<file path="config.mk">
export PLATFORM = sky130hd
export DESIGN_NAME = lsr_exec_unit
export DESIGN_NICKNAME = d
export VERILOG_FILES = /design/src/rtl/lsr_pkg.sv /design/src/rtl/lsr_decode.sv /design/src/rtl/lsr_shifter.sv /design/src/rtl/lsr_cycles.sv /design/src/rtl/lsr_exec_unit.sv
export SDC_FILE = /design/constraint.sdc
export NUM_CORES = 1
export LEC_CHECK = 0
export ABC_CLOCK_PERIOD_IN_PS = 800
export CAP_MARGIN = 20
export CORE_MARGIN = 2
export CORE_UTILIZATION = 56
export CTS_CLUSTER_SIZE = 14
export DETAILED_ROUTE_END_ITERATION = 8
export DONT_BUFFER_PORTS = 1
export GPL_ROUTABILITY_DRIVEN = 0
export HOLD_SLACK_MARGIN = 0.12
export PLACE_DENSITY = 0.81
export SLEW_MARGIN = 25
export SYNTH_ARGS = -nofsm -noshare
export SYNTH_HDL_FRONTEND = slang
export SYNTH_SLANG_ARGS = --single-unit
</file>
<file path="constraint.sdc">
create_clock -name clk_i -period 0.8 [get_ports clk_i]
set_input_delay 0.12 -clock clk_i [delete_from_list [all_inputs] [get_ports clk_i]]
set_output_delay 0.12 -clock clk_i [all_outputs]
set_load 0.01 [all_outputs]
</file>
<file path="src/rtl/lsr_pkg.sv">
package lsr_pkg;
  localparam int CYC_W = 4;
  localparam int LEN_W = 2;
  localparam int FLG_N = 7;
  localparam int FLG_Z = 1;
  localparam int FLG_C = 0;

  typedef enum logic [2:0] {
    MODE_NONE = 3'd0,
    MODE_ACC  = 3'd1,
    MODE_ABS  = 3'd2,
    MODE_DP   = 3'd3,
    MODE_ABSX = 3'd4,
    MODE_DPX  = 3'd5
  } mode_e;
endpackage

</file>
<file path="src/rtl/lsr_decode.sv">
module lsr_decode
  import lsr_pkg::*;
(
  input  logic [7:0]       opcode_i,
  output mode_e            mode_o,
  output logic [LEN_W-1:0] len_o,
  output logic [CYC_W-1:0] base_o,
  output logic             legal_o,
  output logic             acc_o,
  output logic             dp_o
);
  always_comb begin
    mode_o  = MODE_NONE;
    len_o   = '0;
    base_o  = '0;
    unique case (opcode_i)
      8'h4A: begin mode_o = MODE_ACC;  len_o = 2'd1; base_o = 4'd2; end
      8'h4E: begin mode_o = MODE_ABS;  len_o = 2'd3; base_o = 4'd6; end
      8'h46: begin mode_o = MODE_DP;   len_o = 2'd2; base_o = 4'd5; end
      8'h5E: begin mode_o = MODE_ABSX; len_o = 2'd3; base_o = 4'd7; end
      8'h56: begin mode_o = MODE_DPX;  len_o = 2'd2; base_o = 4'd6; end
      default: ;
    endcase
  end

  assign legal_o = (mode_o != MODE_NONE);
  assign acc_o   = (mode_o == MODE_ACC);
  assign dp_o    = (mode_o == MODE_DP) || (mode_o == MODE_DPX);
endmodule

</file>
<file path="src/rtl/lsr_shifter.sv">
module lsr_shifter #(
  parameter int DATA_W = 16
) (
  input  logic [DATA_W-1:0] operand_i,
  input  logic              wide_i,
  output logic [DATA_W-1:0] result_o,
  output logic              zero_o,
  output logic              carry_o
);
  localparam int HALF_W = DATA_W / 2;

  logic [DATA_W-1:0] res_wide;
  logic [DATA_W-1:0] res_narrow;

  assign res_wide   = {1'b0, operand_i[DATA_W-1:1]};
  assign res_narrow = {operand_i[DATA_W-1:HALF_W], 1'b0, operand_i[HALF_W-1:1]};

  assign result_o = wide_i ? res_wide : res_narrow;
  assign carry_o  = operand_i[0];
  // narrow mode: zero test over the low lane only
  assign zero_o   = wide_i ? (res_wide == '0) : (res_narrow[HALF_W-1:0] == '0);
endmodule

</file>
<file path="src/rtl/lsr_cycles.sv">
module lsr_cycles
  import lsr_pkg::*;
#(
  parameter int DPL_W = 8
) (
  input  logic [CYC_W-1:0] base_i,
  input  logic             legal_i,
  input  logic             acc_i,
  input  logic             dp_i,
  input  logic             wide_i,
  input  logic [DPL_W-1:0] dp_low_i,
  output logic [CYC_W-1:0] cycles_o
);
  logic [CYC_W-1:0] wide_pen;
  logic [CYC_W-1:0] align_pen;

  assign wide_pen  = (wide_i && !acc_i) ? CYC_W'(2) : '0;
  assign align_pen = (dp_i && (dp_low_i != '0)) ? CYC_W'(1) : '0;
  assign cycles_o  = legal_i ? (base_i + wide_pen + align_pen) : '0;
endmodule

</file>
<file path="src/rtl/lsr_exec_unit.sv">
module lsr_exec_unit
  import lsr_pkg::*;
#(
  parameter int DATA_W = 16,
  parameter int DPL_W  = 8
) (
  input  logic              clk_i,
  input  logic              rst_ni,
  input  logic              valid_i,
  input  logic [7:0]        opcode_i,
  input  logic              wide_i,
  input  logic [DPL_W-1:0]  dp_low_i,
  input  logic [DATA_W-1:0] operand_i,
  input  logic [7:0]        flags_i,
  output logic              valid_o,
  output logic [DATA_W-1:0] result_o,
  output logic [7:0]        flags_o,
  output logic [LEN_W-1:0]  len_o,
  output logic [2:0]        mode_o,
  output logic [CYC_W-1:0]  cycles_o,
  output logic              illegal_o
);
  mode_e             dec_mode;
  logic [LEN_W-1:0]  dec_len;
  logic [CYC_W-1:0]  dec_base;
  logic              dec_legal, dec_acc, dec_dp;
  logic [DATA_W-1:0] sh_res;
  logic              sh_zero, sh_carry;
  logic [CYC_W-1:0]  cyc_total;
  logic [7:0]        flags_nxt;
  logic [DATA_W-1:0] res_nxt;

  lsr_decode u_decode (
    .opcode_i (opcode_i),
    .mode_o   (dec_mode),
    .len_o    (dec_len),
    .base_o   (dec_base),
    .legal_o  (dec_legal),
    .acc_o    (dec_acc),
    .dp_o     (dec_dp)
  );

  lsr_shifter #(.DATA_W(DATA_W)) u_shifter (
    .operand_i (operand_i),
    .wide_i    (wide_i),
    .result_o  (sh_res),
    .zero_o    (sh_zero),
    .carry_o   (sh_carry)
  );

  lsr_cycles #(.DPL_W(DPL_W)) u_cycles (
    .base_i   (dec_base),
    .legal_i  (dec_legal),
    .acc_i    (dec_acc),
    .dp_i     (dec_dp),
    .wide_i   (wide_i),
    .dp_low_i (dp_low_i),
    .cycles_o (cyc_total)
  );

  always_comb begin
    flags_nxt = flags_i;
    res_nxt   = operand_i;
    if (dec_legal) begin
      flags_nxt[FLG_N] = 1'b0;
      flags_nxt[FLG_Z] = sh_zero;
      flags_nxt[FLG_C] = sh_carry;
      res_nxt          = sh_res;
    end
  end

  always_ff @(posedge clk_i or negedge rst_ni) begin
    if (!rst_ni) begin
      valid_o   <= 1'b0;
      result_o  <= '0;
      flags_o   <= '0;
      len_o     <= '0;
      mode_o    <= '0;
      cycles_o  <= '0;
      illegal_o <= 1'b0;
    end else begin
      valid_o <= valid_i;
      if (valid_i) begin
        result_o  <= res_nxt;
        flags_o   <= flags_nxt;
        len_o     <= dec_len;
        mode_o    <= dec_mode;
        cycles_o  <= cyc_total;
        illegal_o <= !dec_legal;
      end
    end
  end
endmodule

</file>
==> summary.md <==
| Metric | Value |
|---|---|
| Per-cell routed wire length | `approximately 18 um` |
| # hold bufs at CTS | `6` |
| Final net count | `~260` |
| Post-Synth Adder-Cell Area | `roughly 2.5%` |
| Hold Vio Cnt, Final | `69` |
| Commonest cells in the netlist | `dfrtp_1, nand2_1, nor2_1, inv_1, a31oi_1` |
| CTS root buffer | `clkbuf_4` |
| Largest net degree at the start of global routing | `64` |
| Sequential share of the synthesized area | `49.4%` |
| Syn nets | `about 230` |
| Worst VDD drop | `0.000964 V` |
| Worst path max stage delay | `480 ps` |
| WP data required | `just over 1000 ps` |
| Hold WS | `-541 ps` |
| Ranking of synthesized cells by area | `dfrtp_1, nand2_1, nor2_1` |
| Vias in the first global route | `1591` |
| Slowest CP cell | `fa_1` |
| DP Wirelength | `between 3000 and 4000 um` |
| Syn. warnings | `0` |
| Mapped cell area | `approximately 1800 sq um` |
| Failing checks | `hold timing, setup timing` |
| Mapped Cells | `181` |
| Final wirelength | `a little under 5000 um` |
| Worst setup margin | `-745 ps` |
| CTS tree | `built` |
| CP endpoint kind | `flop` |
| Die Area | `approximately 3600 sq um` |
| Ant. Diodes | `0` |
| Xor and xnor area share after synthesis | `0%` |
| Fin crit period | `around 1500 ps` |
| Final antenna-violating net count | `0` |
| Vias per inst | `about 5.9` |
| Ys flop type | `dfrtp_1` |
| Net Sw Power | `approximately 890 uW` |
| Detailed-route via count | `between 1500 and 2000` |
| Clock sink total | `35` |
| Synth cell types | `38` |
| Status | `finished with violations` |
| Internal power | `between 2 and 2.5 mW` |
| TritonCTS Buffers | `5` |
| Overflow after GRT | `0` |
| Area leader, netlist | `dfrtp_1` |
| IO Count | `a little under 80` |
| Sw frac | `between 20% and 30%` |
| P_leak | `about 1.0 nW` |
| Crit path buf inv count | `1` |
| Core Box Area | `between 3000 and 4000 sq um` |
| Setup violators final | `54` |
| Max clock buf depth | `2` |
| Number of synthesized flops with an enable pin | `0` |
| Setup Skew | `0 ps` |
| Initial drt markers | `around 170` |
| Mux cell area share after synthesis | `under 10%` |
| Filler instances | `between 150 and 200` |
| P&R area growth vs syn | `30.6%` |
| First-pass GRT wire length | `between 7000 and 8000 um` |
| Clk_lat worst skew | `about 340 ps` |
| Synth top area share | `49.4%` |
| CP top delay family | `adder cells` |
| Compound-Gate Fraction of Synth Area | `approximately 15%` |
| Synth Area per Inst | `roughly 10 sq um` |
| Number of max-cap violations | `0` |
| CP Launch Type | `primary input` |
| Clk pwr share | `27.2%` |
| Power per cell area | `~1500 nW/um^2` |
| Placed cell area | `1990 sq um` |
| Row Count | `20` |
| Combinational Power Share | `roughly an eighth` |
| Worst Setup Slack post-DPL | `-1100 ps` |
| Simple-gate area share of the yosys netlist | `19.3%` |
| GRT Overall Usage | `27.6%` |
| Antenna violations before repair | `0` |
| 1st-pass router iterations | `4` |
| DIE WIDTH | `between 60 and 70 um` |
| # DRC | `0` |
| Max-slew headroom | `71.7%` |
| RSZ-0062 raised after global routing | `yes` |
| FFs w/ async S/R, synth | `100%` |
| Die H | `roughly 60 um` |
| Htree depth | `2` |
| Sequential power share | `about 60%` |
| Hold Crit Class | `in -> async` |
| Max Clk Rate | `approximately 0.65 GHz` |
| Largest family of logic cells by synthesized area | `simple AND/OR/NAND/NOR gates` |
| Layout cells sized above 1 | `32.1%` |
| Initial Utilization | `roughly three fifths` |
| Cell area after layout | `roughly 2300 sq um` |
| Buffers on Ports | `0` |
| Max Slew Vio Count | `0` |
| Synthesized flop and latch total | `35` |
| CP Class | `in -> reg` |
| Most common cell in the netlist | `dfrtp_1` |
| Worst Tran Pin Value | `around 420 ps` |
| Final period utilization | `193%` |
| Clk slew on worst S/H paths | `approximately 110 ps` |
| CP Max Fanout | `3` |
| CP Cell Sequence | `nand4bb_4, nor2_4, nand2_2, a211oi_2, ha_2, inv_2, fa_1, nor2_1, mux2_4` |
| Worst EP arrival | `1780 ps` |
[area by class of cell]
class                   count  area, sq um  area share [%]
multi-input cells         122          882            38.1
flip-flops and latches     35          876            37.8
repair buffers             39          400            17.3
well taps                  44         55.1            2.38
inverters                  14         52.6            2.27
clock buffers               7         45.0            1.94
clock inverters             1         5.00           0.216
[logic make-up after synthesis]
group                      Yosys count
buffers and inverters               24
adders and majority gates            3
muxes                               13
AOI/OAI and AO/OA                   38
and+or+nand+nor                     68
DFF                                 35
[worst paths after layout]
path                                  start      endpoint  slack [ps]  depth (start not counted)
worst min-delay path                 rst_ni      len_o[0]        -540                          0
worst max-delay path            opcode_i[0]   cycles_o[1]        -740                          9
min in group clk_i                  valid_i       valid_o        -190                          0
max in group asynchronous            rst_ni  result_o[13]        1250                          0
worst min register to register   flags_o[2]    flags_o[2]         550                          1
worst max register to register   flags_o[5]    flags_o[5]        -130                          2
[placed cells by master, fill, tap and decap left out, types with 2 or more instances in the layout]
cell type	netlist	routed
a21oi_1	9	7
buf_6	1	14
nor2b_4	1	2
a31oi_1	10	10
buf_12	0	3
dfrtp_1	35	35
nand3_1	5	4
nor4_1	3	3
nand2_1	25	23
clkbuf_4	0	5
mux2i_1	7	6
a21oi_2	0	2
nor3_2	0	2
dlygate4sd3_1	0	5
nand2_2	0	2
o21ai_1	1	2
o21ai_2	0	2
clkbuf_1	4	2
nor2_1	22	22
inv_2	0	2
buf_4	1	16
or4_1	2	2
o21ai_0	7	4
mux2_2	6	4
mux2_4	0	2
inv_1	14	12
o22ai_1	3	3
[flip-flops by register name, summed over array words and instances, names as in the netlist]
signal     count
valid_o        1
illegal_o      1
cycles_o       4
len_o          2
flags_o        8
mode_o         3
result_o      16
[per-layer routing]
| layer | up-vias | global-route usage [%] | share of wire [%] |
|---|---|---|---|
| met2 | 89 | 46.7 | 54 |
| met1 | 758 | 32.2 | 37 |
| met3 | 13 | 8.01 | 6.9 |
| met4 | 0 | 12.1 | 2.1 |
| li1 | 696 | - | - |
| met5 | - | 0 | 0 |
[what timing repair did]
| action | 4_1_cts | 5_1_grt |
|---|---|---|
| setup buffers | 10 | 2 |
| gates resized for setup | 18 | 13 |
| gates cloned | 0 | 0 |
| endpoints found under the hold margin | 70 | 70 |
| endpoints found under the setup margin | 50 | 63 |
| pin swaps | 5 | 14 |
[power by group through the flow]
stage	Sequential [mW]	Clock (mW)	Combinational [mW]
4_1_cts	2.03	0.930	0.399
3_5_place_dp	2.05	0	0.326
6_report	2.03	0.922	0.437
2_1_floorplan	2.05	0	0.260
5_1_grt	2.05	1.03	0.476
3_3_place_gp	2.05	0	0.306
[metrics by stage]
| stage | hold slack (ps) | power [mW] | setup TNS (ps) | utilization [%] | std cells |
|---|---|---|---|---|---|
| 6_report | -541 | 3.39 | -6800 | 76.5 | 262 |
| 5_1_grt | -562 | 3.55 | -8660 | 76.5 | 262 |
| 4_1_cts | -540 | 3.36 | -7350 | 74.0 | 260 |
| 3_5_place_dp | -175 | 2.38 | -10710 | 65.9 | 236 |
| 3_3_place_gp | -175 | 2.35 | -9780 | 65.9 | 236 |
| 2_1_floorplan | -176 | 2.31 | -7270 | - | 181 |
Power figures use the tool's default switching activity.
